File: config.mk
export PLATFORM = sky130hd
export DESIGN_NAME = cmp_timer
export DESIGN_NICKNAME = d
export VERILOG_FILES = /design/src/rtl/cmp_timer_pkg.sv /design/src/rtl/cmp_timer_psc.sv /design/src/rtl/cmp_timer_chan.sv /design/src/rtl/cmp_timer.sv
export SDC_FILE = /design/constraint.sdc
export NUM_CORES = 1
export LEC_CHECK = 0
export ABC_AREA = 1
export BUFFER_PORTS_ARGS = -buffer_cell sky130_fd_sc_hd__buf_2
export CAP_MARGIN = 20
export CORE_MARGIN = 2
export CORE_UTILIZATION = 60
export CTS_BUF_LIST = sky130_fd_sc_hd__clkbuf_8
export DETAILED_ROUTE_END_ITERATION = 8
export HOLD_SLACK_MARGIN = 0.02
export PLACE_DENSITY = 0.79
export SKIP_LAST_GASP = 1
export SLEW_MARGIN = 20
export SYNTH_ARGS = -nofsm -noshare
export SYNTH_HDL_FRONTEND = slang
export SYNTH_SLANG_ARGS = --single-unit
File: constraint.sdc
create_clock -name clk_i -period 2.04 [get_ports clk_i]
set_input_delay 0.204 -clock clk_i [delete_from_list [all_inputs] [get_ports clk_i]]
set_output_delay 0.204 -clock clk_i [all_outputs]
set_load 0.01 [all_outputs]
File: src/rtl/cmp_timer_pkg.sv
package cmp_timer_pkg;
  localparam int unsigned REG_CTRL  = 'h00;
  localparam int unsigned REG_CNT   = 'h04;
  localparam int unsigned CH_SHIFT  = 4;   // 16-byte channel groups
  localparam int unsigned CH_FIRST  = 1;   // group index of channel 0
  localparam int unsigned PSC_LSB   = 8;
  localparam int unsigned BIT_EN    = 0;
  localparam int unsigned BIT_FRZ   = 1;

  typedef enum logic [1:0] {
    CH_CTRL = 2'd0,
    CH_FLAG = 2'd1,
    CH_CMP  = 2'd2,
    CH_NONE = 2'd3
  } ch_sel_e;
endpackage

File: src/rtl/cmp_timer_psc.sv
module cmp_timer_psc #(
  parameter int unsigned PSC_W = 8
) (
  input  logic             clk_i,
  input  logic             rst_ni,
  input  logic             en_i,
  input  logic             run_i,
  input  logic [PSC_W-1:0] div_i,
  output logic             tick_o
);
  logic [PSC_W-1:0] psc_q;
  logic             wrap;

  // >= keeps the period bounded if the divider is lowered mid-count
  assign wrap   = (psc_q >= div_i);
  assign tick_o = run_i && wrap;

  always_ff @(posedge clk_i or negedge rst_ni) begin
    if (!rst_ni)     psc_q <= '0;
    else if (!en_i)  psc_q <= '0;
    else if (run_i)  psc_q <= wrap ? '0 : psc_q + PSC_W'(1);
  end

  AST_PSC_IDLE: assert property (@(posedge clk_i) disable iff (!rst_ni)
    !en_i |=> psc_q == '0);
  AST_PSC_FREEZE: assert property (@(posedge clk_i) disable iff (!rst_ni)
    en_i && !run_i |=> $stable(psc_q));
endmodule

File: src/rtl/cmp_timer_chan.sv
module cmp_timer_chan #(
  parameter int unsigned CNT_W = 32
) (
  input  logic             clk_i,
  input  logic             rst_ni,
  input  logic             wr_ctrl_i,
  input  logic             wr_flag_i,
  input  logic             wr_cmp_i,
  input  logic [CNT_W-1:0] wdata_i,
  input  logic             adv_i,
  input  logic [CNT_W-1:0] cnt_next_i,
  output logic             en_o,
  output logic             flag_o,
  output logic [CNT_W-1:0] cmp_o,
  output logic             irq_o
);
  logic             en_q, flag_q, match;
  logic [CNT_W-1:0] cmp_q;

  assign match = en_q && adv_i && (cnt_next_i == cmp_q);

  always_ff @(posedge clk_i or negedge rst_ni) begin
    if (!rst_ni) begin
      en_q   <= 1'b0;
      flag_q <= 1'b0;
      cmp_q  <= '0;
    end else begin
      if (wr_ctrl_i) en_q  <= wdata_i[0];
      if (wr_cmp_i)  cmp_q <= wdata_i;
      if (match)                       flag_q <= 1'b1;  // match beats clear
      else if (wr_flag_i && wdata_i[0]) flag_q <= 1'b0;
    end
  end

  assign en_o   = en_q;
  assign flag_o = flag_q;
  assign cmp_o  = cmp_q;
  assign irq_o  = flag_q & en_q;

  AST_FLAG_SET: assert property (@(posedge clk_i) disable iff (!rst_ni)
    match |=> flag_q);
  AST_NO_FLAG_OFF: assert property (@(posedge clk_i) disable iff (!rst_ni)
    !en_q && !flag_q |=> !flag_q);
  AST_FLAG_CLR: assert property (@(posedge clk_i) disable iff (!rst_ni)
    wr_flag_i && wdata_i[0] && !match |=> !flag_q);
  AST_FLAG_KEEP: assert property (@(posedge clk_i) disable iff (!rst_ni)
    flag_q && !(wr_flag_i && wdata_i[0]) |=> flag_q);
endmodule

File: src/rtl/cmp_timer.sv
module cmp_timer
  import cmp_timer_pkg::*;
#(
  parameter int unsigned CNT_W  = 32,
  parameter int unsigned N_CHAN = 4,
  parameter int unsigned PSC_W  = 8,
  parameter int unsigned ADDR_W = 8
) (
  input  logic              clk_i,
  input  logic              rst_ni,
  input  logic [ADDR_W-1:0] addr_i,
  input  logic [CNT_W-1:0]  wdata_i,
  input  logic              we_i,
  input  logic              re_i,
  output logic [CNT_W-1:0]  rdata_o,
  input  logic              dbg_halt_i,
  output logic [N_CHAN-1:0] irq_o
);
  localparam int unsigned GRP_W = ADDR_W - CH_SHIFT;

  logic              ctrl_en_q, ctrl_frz_q;
  logic [PSC_W-1:0]  ctrl_psc_q;
  logic [CNT_W-1:0]  cnt_q, cnt_next, rd_val;
  logic              ctrl_wr, cnt_wr, run, tick, adv;
  logic              aligned;
  ch_sel_e           sel;

  logic [N_CHAN-1:0] ch_hit, ch_en, ch_flag;
  logic [CNT_W-1:0]  ch_cmp [N_CHAN];

  assign aligned = (addr_i[1:0] == 2'b00);
  assign sel     = ch_sel_e'(addr_i[3:2]);
  assign ctrl_wr = we_i && (addr_i == ADDR_W'(REG_CTRL));
  assign cnt_wr  = we_i && (addr_i == ADDR_W'(REG_CNT));

  // control word
  always_ff @(posedge clk_i or negedge rst_ni) begin
    if (!rst_ni) begin
      ctrl_en_q  <= 1'b0;
      ctrl_frz_q <= 1'b0;
      ctrl_psc_q <= '0;
    end else if (ctrl_wr) begin
      ctrl_en_q  <= wdata_i[BIT_EN];
      ctrl_frz_q <= wdata_i[BIT_FRZ];
      ctrl_psc_q <= wdata_i[PSC_LSB +: PSC_W];
    end
  end

  assign run = ctrl_en_q && !(ctrl_frz_q && dbg_halt_i);

  cmp_timer_psc #(.PSC_W(PSC_W)) u_psc (
    .clk_i  (clk_i),
    .rst_ni (rst_ni),
    .en_i   (ctrl_en_q),
    .run_i  (run),
    .div_i  (ctrl_psc_q),
    .tick_o (tick)
  );

  // counter: a bus load wins over a tick
  assign cnt_next = cnt_q + CNT_W'(1);
  assign adv      = tick && !cnt_wr;

  always_ff @(posedge clk_i or negedge rst_ni) begin
    if (!rst_ni)      cnt_q <= '0;
    else if (cnt_wr)  cnt_q <= wdata_i;
    else if (tick)    cnt_q <= cnt_next;
  end

  for (genvar n = 0; n < N_CHAN; n++) begin : g_ch
    logic hit;
    assign hit = aligned && (addr_i[ADDR_W-1:CH_SHIFT] == GRP_W'(n + CH_FIRST));
    assign ch_hit[n] = hit;

    cmp_timer_chan #(.CNT_W(CNT_W)) u_ch (
      .clk_i      (clk_i),
      .rst_ni     (rst_ni),
      .wr_ctrl_i  (we_i && hit && sel == CH_CTRL),
      .wr_flag_i  (we_i && hit && sel == CH_FLAG),
      .wr_cmp_i   (we_i && hit && sel == CH_CMP),
      .wdata_i    (wdata_i),
      .adv_i      (adv),
      .cnt_next_i (cnt_next),
      .en_o       (ch_en[n]),
      .flag_o     (ch_flag[n]),
      .cmp_o      (ch_cmp[n]),
      .irq_o      (irq_o[n])
    );
  end

  // read mux
  always_comb begin
    rd_val = '0;
    if (addr_i == ADDR_W'(REG_CTRL)) begin
      rd_val[BIT_EN]            = ctrl_en_q;
      rd_val[BIT_FRZ]           = ctrl_frz_q;
      rd_val[PSC_LSB +: PSC_W]  = ctrl_psc_q;
    end else if (addr_i == ADDR_W'(REG_CNT)) begin
      rd_val = cnt_q;
    end
    for (int n = 0; n < N_CHAN; n++) begin
      if (ch_hit[n]) begin
        case (sel)
          CH_CTRL: rd_val[0] = ch_en[n];
          CH_FLAG: rd_val[0] = ch_flag[n];
          CH_CMP:  rd_val    = ch_cmp[n];
          default: rd_val    = '0;
        endcase
      end
    end
  end

  always_ff @(posedge clk_i or negedge rst_ni) begin
    if (!rst_ni)    rdata_o <= '0;
    else if (re_i)  rdata_o <= rd_val;
  end

  AST_CNT_STEP: assert property (@(posedge clk_i) disable iff (!rst_ni)
    tick && !cnt_wr |=> cnt_q == $past(cnt_q) + CNT_W'(1));
  AST_CNT_HOLD: assert property (@(posedge clk_i) disable iff (!rst_ni)
    !ctrl_en_q && !cnt_wr |=> $stable(cnt_q));
  AST_CNT_FREEZE: assert property (@(posedge clk_i) disable iff (!rst_ni)
    ctrl_frz_q && dbg_halt_i && !cnt_wr |=> $stable(cnt_q));
  AST_CNT_LOAD: assert property (@(posedge clk_i) disable iff (!rst_ni)
    cnt_wr |=> cnt_q == $past(wdata_i));
  AST_ONE_GROUP: assert property (@(posedge clk_i) disable iff (!rst_ni)
    $onehot0(ch_hit));
endmodule

==> flow_summary.yaml, run 1 <==
run_status:
  outcome: "finished, violations left"
  failed_checks: "negative setup slack"
global_routing:
  grt_pass1_wl_um: 74300
  grt_max_degree: 62
  track_usage_pct: 43.2
  grt_pass1_vias: 13669
  antenna_found_initial: 0
  overflow: 0
floorplan:
  dieWidth_um: 150
  chipHeight_um: 150
  row_count: 53
  coreArea_um2: 21000
  die-area_um2: 22500
  start_util_pct: 60.9
  ios: 81
yosys:
  yosysSeqAreaShare_pct: 42.6
  synth_area_per_cell_um2: 7.20
  synth_flop_cell: "dfrtp_1"
  synth_cell_types: 42
  synth_top_area_share_pct: 42.6
  synth_seq_cells: 218
  synthArstFlopShare_pct: 100
  synthesis.area_um2: 12800
  yosys_warnings: 0
  synth_edf_count: 0
  yosys-top-cells-area: "dfrtp_1 (43%), nand2_1 (16%), inv_1 (5.8%)"
  syn_nets: 1835
  syn_inst: 1780
  synth_area_leader_cell: "dfrtp_1"
finish:
  fin_util_pct: 79.8
  n_fill_cell: 1492
  num_antenna_cells: 0
  area_delta_synth_final_pct: 31.0
  final_cell_mix: "nand2_1 (500), dfrtp_1 (214), inv_1 (198)"
  final_common_cell: "nand2_1"
  nets: 2131
  drive_gt1_share_pct: 26.1
place:
  port_buffers: 80
  dp_slack_ns: -0.423
  dpl.hpwl_um: 34500
  routabilityCongestion: 1.08
worst_hold_path:
  min_path_type: "input port to flip-flop"
sta:
  period_share_pct: 111
  rsz0062_at_grt: "true"
  clock_skew_ns: 0.0274
  relSlewSlack_pct: 59.7
  drv_slew: 0
  tightest_slew_ns: 0.605
  hold_viol: 0
  clock.fmax_mhz: 440
  layout_setup_ws_ns: -0.235
  whs_ns: 0.0492
  setup_viol: 19
  min_period_ns: 2.27
route:
  wl_met1_um: 19500
  dr.max_layer_used: "met4"
  first_pass_iters: 6
  drtIter0Drc: 1757
  drtAntennaViolNets: 0
  route.met2.wl_um: 21800
  via_per_inst: 6.12
  drc: 0
  post_drt_wl_per_cell_um: 20.8
  dr_wl_met3_um: 5520
  wl_um: 49400
  vias: 14533
power_and_ir_drop:
  power.total_mw: 13.0
  clockPowerShare_pct: 32.2
  switching_share_pct: 35.0
  peakVddDrop_v: 0.000629
  internal_power_mw: 8.43
  power_frac_comb_pct: 29.1
  p_sw_mw: 4.54
  p_leak_nw: 7.87
  power-per-cell-area_nw_per_um2: 773
  seqPwrFrac_pct: 38.7
cts:
  cts_root_buf: "clkbuf_8"
  htreeDepth: 2
  clock_latency_ns: 0.56
  cts_max_path_buffers: 3
  cts_buffers: 40
  clk_pin_slew_ns: 0.07
  numClockSinks: 218
  cts_tree: "yes"
setup_path:
  start_kind: "flip-flop"
  crit_fanout: 6
  crit_path_end_kind: "flip-flop"
  arrival_ns: 2.77
  cp_data_required_time_ns: 2.53
  critPathKind: "flip-flop to flip-flop"
flow_run:
  cap_viol_max_count: 0
## power groups by stage
| stage | logic, mW | clock network [mW] | registers, mW |
|---|---|---|---|
| after floorplan | 1.76 | 0 | 4.98 |
| after global placement | 3.15 | 0 | 5.04 |
| after detailed placement | 3.20 | 0 | 5.05 |
| after CTS | 3.44 | 4.16 | 4.99 |
| after global routing | 4.08 | 4.37 | 5.05 |
| final | 3.77 | 4.18 | 5.03 |
## flip-flops by register name (all words and copies together), names as in the netlist
name / cells
g_ch.u_ch.cmp_o: 128
cnt_q: 32
rdata_o: 32
ctrl_psc_q: 8
u_psc.psc_q: 8
g_ch.u_ch.en_o: 4
g_ch.u_ch.flag_o: 4
ctrl_en_q: 1
ctrl_frz_q: 1
## cell usage after synthesis (10+ instances only)
library cell	instances
xor2_1	11
nand4_1	15
nor2_1	157
a31oi_1	31
o22ai_1	35
clkbuf_1	55
nand3b_1	29
a221oi_1	28
inv_1	198
nand2_2	26
dfrtp_1	218
nand2_1	545
nand3_1	137
o221ai_1	33
o21ai_0	148
a21oi_1	30
ha_1	10
## layer usage
layer	global-route usage, %	vias up
met2	66.4	1037
met3	8.82	220
li1	-	6515
met5	0	-
met4	19.9	0
met1	59.1	6761
## kinds of logic (layout without fill, tap and decap cells)
group	count (synthesis)	count (layout)	synth area share, %
multiplexers	1	1	0.0781
AND/OR/NAND/NOR	939	939	31.5
buffers and inverters	267	587	8.02
flip-flops	218	218	42.6
adder cells (fa/ha/maj)	10	10	0.977
AO/OA/AOI/OAI	328	328	15.7
XOR/XNOR	17	17	1.16
## stage by stage
stage	instances	setup TNS (ns)	area [µm²]
after CTS	2366	-0.644	16300
after global routing	2375	-2.37	16800
after detailed placement	2265	-2.72	14900
after global placement	2265	-1.34	14900
after floorplan	1780	0	12800
final	2375	-1.43	16800
## area by class of cell
class / count / area (µm²) / area share (%)
clock inverter: 15 / 71.3 / 0.425
timing repair buffer: 317 / 2470 / 14.7
multi-input combinational: 1295 / 6960 / 41.5
inverter: 204 / 772 / 4.60
tap: 275 / 344 / 2.05
sequential: 218 / 5460 / 32.5
clock buffer: 51 / 702 / 4.18
## worst max-delay path: stages (launching register included)
cell     delay (ns)
dfrtp_1        0.40
buf_6          0.14
nand2_2        0.10
nor2_8         0.20
buf_6          0.15
nand4_1        0.20
nand2_2        0.19
nor2_1         0.08
nor2_2         0.16
nand2_1        0.08
nor2_1         0.12
nand2_1        0.07
nor2_2         0.15
nand4_1        0.12
nand2_1        0.08
## path summary, 6_finish.rpt
| kind | start | slack (ns) | end | cells after the start |
|---|---|---|---|---|
| worst min register to register | g_ch[0].u_ch.cmp_o[4]$_DFFE_PN0P_ | 0.50 | g_ch[0].u_ch.cmp_o[4]$_DFFE_PN0P_ | 2 |
| max in group asynchronous | rst_ni | 1.15 | g_ch[2].u_ch.cmp_o[9]$_DFFE_PN0P_ | 3 |
| worst max register to register | cnt_q[1]$_DFFE_PN0P_ | -0.23 | g_ch[0].u_ch.flag_o$_DFFE_PN0P_ | 14 |
| worst max-delay path | cnt_q[1]$_DFFE_PN0P_ | -0.23 | g_ch[0].u_ch.flag_o$_DFFE_PN0P_ | 14 |
| min in group asynchronous | rst_ni | 0.22 | g_ch[2].u_ch.cmp_o[1]$_DFFE_PN0P_ | 2 |
| worst min-delay path | wdata_i[9] | 0.05 | g_ch[1].u_ch.cmp_o[9]$_DFFE_PN0P_ | 3 |
## what timing repair did
item	4_1_cts	5_1_grt
gates cloned	0	0
setup endpoints to repair	35	37
hold endpoints to repair	158	0
hold buffers	25	0
setup buffers	10	9
pin swaps	39	44
resized for setup	80	95
No activity file was read; power rests on OpenSTA's default activity.
==> inputs of run 2 (changes only) <==
- SKIP_CTS_REPAIR_TIMING: unset -> 1
==> run 2 against run 1 <==
- the run ends with negative hold slack, negative setup slack left
- maximum frequency shrank 0.28%
- worst hold slack worse by 0.063 ns
- largest cell class unchanged
- critical path type unchanged
- highest routed layer unchanged
- clock skew rose by 0.0057 ns
- utilization fell by 1.6 points
- count of clock-buffer cells in the layout is the same
- sequential cell count did not move
==> flow_summary.yaml, run 2 (synthesis gave the netlist of run 1 again) <==
setup_path:
  start_kind: "flip-flop"
  arrival_ns: 2.76
  crit_path_end_kind: "flip-flop"
  critPathKind: "flip-flop to flip-flop"
  cp_data_required_time_ns: 2.52
  crit_fanout: 5
place:
  post_dp_cell_area_um2: 14900
  routabilityCongestion: 1.08
  port_buffers: 80
  dpl.hpwl_um: 34500
global_routing:
  grt_pass1_vias: 13150
  track_usage_pct: 41.8
  grt_pass1_wl_um: 71900
  antenna_found_initial: 0
  grt_max_degree: 62
  overflow: 0
sta:
  clock.fmax_mhz: 438
  period_share_pct: 112
  layout_setup_ws_ns: -0.241
  min_period_ns: 2.28
  hold_viol: 5
  rsz0062_at_grt: "true"
  whs_ns: -0.0134
  relSlewSlack_pct: 63.7
  tightest_slew_ns: 0.545
  clock_skew_ns: 0.0331
  setup_viol: 37
  drv_slew: 0
worst_hold_path:
  min_path_type: "input port to flip-flop"
finish:
  largest_reg_flops: 128
  seq_area_um2: 5460
  final_cell_mix: "nand2_1 (505), dfrtp_1 (212), inv_1 (199)"
  final_common_cell: "nand2_1"
  n_fill_cell: 1548
  nets: 2112
  multiInputGateArea_um2: 6830
  drive_gt1_share_pct: 25.3
  num_antenna_cells: 0
  postLayoutCellArea_um2: 16500
  area_delta_synth_final_pct: 28.4
floorplan:
  die-area_um2: 22500
  start_util_pct: 60.9
  chipHeight_um: 150
  coreArea_um2: 21000
  dieWidth_um: 150
  ios: 81
  row_count: 53
route:
  first_pass_iters: 6
  via_per_inst: 6.06
  drtIter0Drc: 1550
  post_drt_wl_per_cell_um: 20.5
  wl_um: 48200
  drtAntennaViolNets: 0
  vias: 14288
  drc: 0
cts:
  cts_tree: "yes"
  clock_latency_ns: 0.56
  cts_buffers: 40
  numClockSinks: 218
  cts_root_buf: "clkbuf_8"
  clk_pin_slew_ns: 0.06
  htreeDepth: 2
  cts_max_path_buffers: 3
power_and_ir_drop:
  peakVddDrop_v: 0.000666
  power-per-cell-area_nw_per_um2: 777
  p_leak_nw: 7.72
run_status:
  failed_checks: "negative hold slack, negative setup slack"
  outcome: "finished, violations left"
flow_run:
  cap_viol_max_count: 0
## run 2: changes by cell type in the layout (fill, tap and decap cells not counted), sizes merged
cell and change:
buf +1, dlygate4sd3 -20
## run 2: final timing paths
check,start,to,slack [ns],cells past startpoint
setup / recovery,cnt_q[1]$_DFFE_PN0P_,g_ch[1].u_ch.flag_o$_DFFE_PN0P_,-0.24,13
hold / removal,wdata_i[5],g_ch[3].u_ch.cmp_o[5]$_DFFE_PN0P_,-0.01,3
setup reg to reg,cnt_q[1]$_DFFE_PN0P_,g_ch[1].u_ch.flag_o$_DFFE_PN0P_,-0.24,13
hold reg to reg,g_ch[0].u_ch.cmp_o[4]$_DFFE_PN0P_,g_ch[0].u_ch.cmp_o[4]$_DFFE_PN0P_,0.49,2
max in group asynchronous,rst_ni,cnt_q[11]$_DFFE_PN0P_,1.12,3
min in group asynchronous,rst_ni,cnt_q[27]$_DFFE_PN0P_,0.22,2
## run 2: worst max-delay path, stage by stage (launching register included)
cell and delay [ns]:
dfrtp_1 0.35, ha_2 0.20, nand2_2 0.07, nor2_4 0.22, buf_4 0.15, nand3_1 0.16, nand2_2 0.17, xor2_1 0.22
nand2_1 0.07, nor2_1 0.14, nand3_2 0.13, nor2_4 0.17, nand4_1 0.10, nand2_1 0.08
## run 2: cell type report
class / count / share of cell area (%)
clock buffers: 51 / 4.27
well taps: 275 / 2.09
multi-input cells: 1295 / 41.5
clock inverters: 15 / 0.433
repair buffers: 298 / 13.8
flip-flops and latches: 218 / 33.2
inverters: 204 / 4.71
## run 2: report_power, final
part	internal [mW]	switching (mW)
Clock	2.23	1.93
Sequential	4.65	0.359
Combinational	1.46	2.14
## run 2: routing by layer
| metal | GRT usage [%] | share of wire, % |
|---|---|---|
| met3 | 9.45 | 11 |
| met2 | 63.6 | 44 |
| met1 | 57.6 | 40 |
| met4 | 18.2 | 4.4 |
| met5 | 0 | 0 |
## run 2: per-stage QoR
step / setup slack (ns) / utilization, % / instances / power, mW / setup TNS, ns
after floorplan: 0.167 / - / 1780 / 6.74 / 0
after global placement: -0.439 / 71.0 / 2265 / 8.19 / -1.34
after global routing: -0.335 / 78.3 / 2356 / 13.3 / -5.43
final: -0.241 / 78.3 / 2356 / 12.8 / -3.19
after detailed placement: -0.423 / 71.0 / 2265 / 8.25 / -2.72
after CTS: -0.432 / 74.7 / 2331 / 12.4 / -4.02
==> inputs of run 3 (changes only) <==
- ABC_AREA: 1 -> 0
==> run 3 against run 2 <==
- the run still ends with negative hold slack, negative setup slack left
- non-clock buffer count increased by 129
- worst hold slack improved by 0.0057 ns
- synthesized area increased by 2.6%
- critical path depth unchanged
- highest routed layer unchanged
==> flow_summary.yaml, run 3 <==
run_status:
  outcome: "finished, violations left"
  failed_checks: "negative hold slack, negative setup slack"
place:
  dpl.hpwl_um: 38200
  routabilityCongestion: 1.09
  dp_slack_ns: -1.01
  post_dp_cell_area_um2: 15800
  port_buffers: 80
yosys:
  synth_top_area_share_pct: 41.5
  synth_area_leader_cell: "dfrtp_1"
  synth_common_cells: "dfrtp_1 (218), mux2_2 (138), nor2_1 (125), xnor2_1 (112), nand2_1 (98)"
  synthAdderAreaFrac_pct: 0.951
  syn_inst: 1340
  synth_compound_area_share_pct: 13.8
  synth_seq_cells: 218
  syn_nets: 1395
  synth_flop_cell: "dfrtp_1"
  synth_cell_types: 72
  synth_area_per_cell_um2: 9.81
  synthMuxAreaShare_pct: 12.2
  synth_xor_area_share_pct: 11.8
  synthArstFlopShare_pct: 100
  yosysMostFrequentCell: "dfrtp_1"
  synth_top_family_by_area: "simple AND/OR/NAND/NOR gates"
  synth_edf_count: 0
  synthSimpleGateAreaFrac_pct: 16.2
  yosys_warnings: 0
  synthesis.area_um2: 13200
  yosysSeqAreaShare_pct: 41.5
  yosys-top-cells-area: "dfrtp_1 (41%), mux2_2 (12%), xnor2_1 (7.5%)"
floorplan:
  dieWidth_um: 152
  ios: 81
  coreArea_um2: 21700
  start_util_pct: 60.6
  die-area_um2: 23100
  row_count: 54
  chipHeight_um: 152
sta:
  period_share_pct: 144
  rsz0062_at_grt: "true"
  tightest_slew_ns: 0.802
  layout_setup_ws_ns: -0.891
  fin_setup_tns_ns: -17.58
  relSlewSlack_pct: 46.6
  hold_viol: 1
  drv_slew: 0
  setup_viol: 44
  clock.fmax_mhz: 341
  min_period_ns: 2.93
  whs_ns: -0.00771
  clock_skew_ns: 0.0281
power_and_ir_drop:
  p_sw_mw: 3.37
  p_leak_nw: 8.33
  peakVddDrop_v: 0.000643
  switching_share_pct: 29.2
  power-per-cell-area_nw_per_um2: 638
  power_frac_comb_pct: 18.8
  internal_power_mw: 8.18
  clockPowerShare_pct: 39.2
  seqPwrFrac_pct: 42.0
setup_path:
  max_stage_delay_ns: 0.41
  critPathKind: "flip-flop to flip-flop"
  reg2regPathDepth: 13
  critPathTopFamily: "buffers and inverters"
  arrival_ns: 3.38
  start_kind: "flip-flop"
  path_buf_inv: 5
  cp_cell_sequence: "buf_4 -> nand2_1 -> buf_4 -> nor3_1 -> buf_4 -> xnor2_2 -> buf_4 -> xor2_1 -> buf_4 -> o21ai_0 -> nor2_1 -> nand4_1 -> o31ai_2"
  worstReg2RegEnd: "g_ch[0].u_ch.flag_o$_DFFE_PN0P_"
  cp_data_required_time_ns: 2.49
  critPathMostFrequentCell: "buf_4"
  cp-startpoint: "cnt_q[5]$_DFFE_PN0P_"
  slowest_stage: "dfrtp_1"
  rrSetupSlack_ns: -0.89
  crit_fanout: 7
  r2r-start: "cnt_q[5]$_DFFE_PN0P_"
  crit_path_end_kind: "flip-flop"
global_routing:
  grt_pass1_wl_um: 78100
  use_met1_pct: 61.6
  grt_pass1_vias: 12926
  antenna_found_initial: 0
  grt_max_degree: 75
  track_usage_pct: 44.0
  use_met3_pct: 8.96
  met2_usage_pct: 68.8
  busiest_layer: "met2"
  overflow: 0
cts:
  cts_buffers: 38
  htreeDepth: 2
  cts_tree: "yes"
  clock_latency_ns: 0.55
  numClockSinks: 218
  clk_pin_slew_ns: 0.07
  cts_max_path_buffers: 3
  cts_root_buf: "clkbuf_8"
route:
  wl_um: 56200
  vias: 13710
  drtAntennaViolNets: 0
  drc: 0
  drtIter0Drc: 1978
  post_drt_wl_per_cell_um: 27.8
  first_pass_iters: 9
  via_per_inst: 6.79
worst_hold_path:
  worstHoldStart: "wdata_i[31]"
  holdPathEnd: "cnt_q[31]$_DFFE_PN0P_"
  hold_depth: 3
  min_path_type: "input port to flip-flop"
flow_run:
  cap_viol_max_count: 0
finish:
  postLayoutCellArea_um2: 18100
  drive_gt1_share_pct: 43.3
  largest_reg_flops: 128
  final_common_cell: "buf_4"
  area_delta_synth_final_pct: 37.7
  final_cell_mix: "buf_4 (294), dfrtp_1 (206), mux2_2 (138)"
  multiInputGateArea_um2: 8110
  num_antenna_cells: 0
  nets: 1769
  n_fill_cell: 1138
  fin_util_pct: 83.5
  seq_area_um2: 5470
==> run 3: area by class of cell <==
class                      count  area share [%]
clock inverter                18           0.995
multi-input combinational   1010            44.8
clock buffer                  48            3.65
inverter                      19           0.394
sequential                   218            30.2
tap                          280            1.93
timing repair buffer         427            18.0
==> run 3: power by group through the flow <==
stage | Clock [mW] | Sequential (mW) | Combinational (mW)
2_1_floorplan | 0 | 4.81 | 0.915
3_3_place_gp | 0 | 4.87 | 1.81
3_5_place_dp | 0 | 4.89 | 1.84
4_1_cts | 4.49 | 4.82 | 1.87
5_1_grt | 4.69 | 4.86 | 2.28
6_report | 4.53 | 4.85 | 2.18
==> run 3: worst max path at each step <==
stage | cells past startpoint | slack [ns] | to
final | 13 | -0.89 | g_ch[0].u_ch.flag_o$_DFFE_PN0P_
after global routing | 13 | -0.94 | g_ch[0].u_ch.flag_o$_DFFE_PN0P_
after CTS | 10 | -1.01 | g_ch[0].u_ch.flag_o$_DFFE_PN0P_
after detailed placement | 10 | -1.01 | g_ch[0].u_ch.flag_o$_DFFE_PN0P_
after global placement | 9 | -0.93 | g_ch[1].u_ch.flag_o$_DFFE_PN0P_
after floorplan | 10 | -0.66 | g_ch[0].u_ch.flag_o$_DFFE_PN0P_
==> run 3: kinds of logic after synthesis <==
group / Yosys count
fa+ha+maj: 10
simple gates: 411
flops: 218
compound gates: 268
buf+inv: 113
xor+xnor: 177
mux: 143
==> run 3: through the flow <==
step | total power [mW] | cells
6_report | 11.5 | 2020
3_5_place_dp | 6.73 | 1892
4_1_cts | 11.2 | 1958
5_1_grt | 11.8 | 2020
3_3_place_gp | 6.68 | 1892
2_1_floorplan | 5.73 | 1340
==> run 3: per-layer routing <==
layer | wire [µm] | vias to the layer above | part of all wire [%]
li1 | - | 5621 | -
met1 | 20800 | 6638 | 37
met2 | 25200 | 1148 | 45
met3 | 7010 | 303 | 12
met4 | 3190 | 0 | 5.7
met5 | 0 | - | 0
==> run 3: worst reg2reg max path, stage by stage, from the launching register on <==
cell and delay [ns]:
dfrtp_1 0.41, buf_4 0.22, nand2_1 0.14, buf_4 0.19, nor3_1 0.28, buf_4 0.22
xnor2_2 0.18, buf_4 0.18, xor2_1 0.18, buf_4 0.17, o21ai_0 0.15, nor2_1 0.13
nand4_1 0.13, o31ai_2 0.27
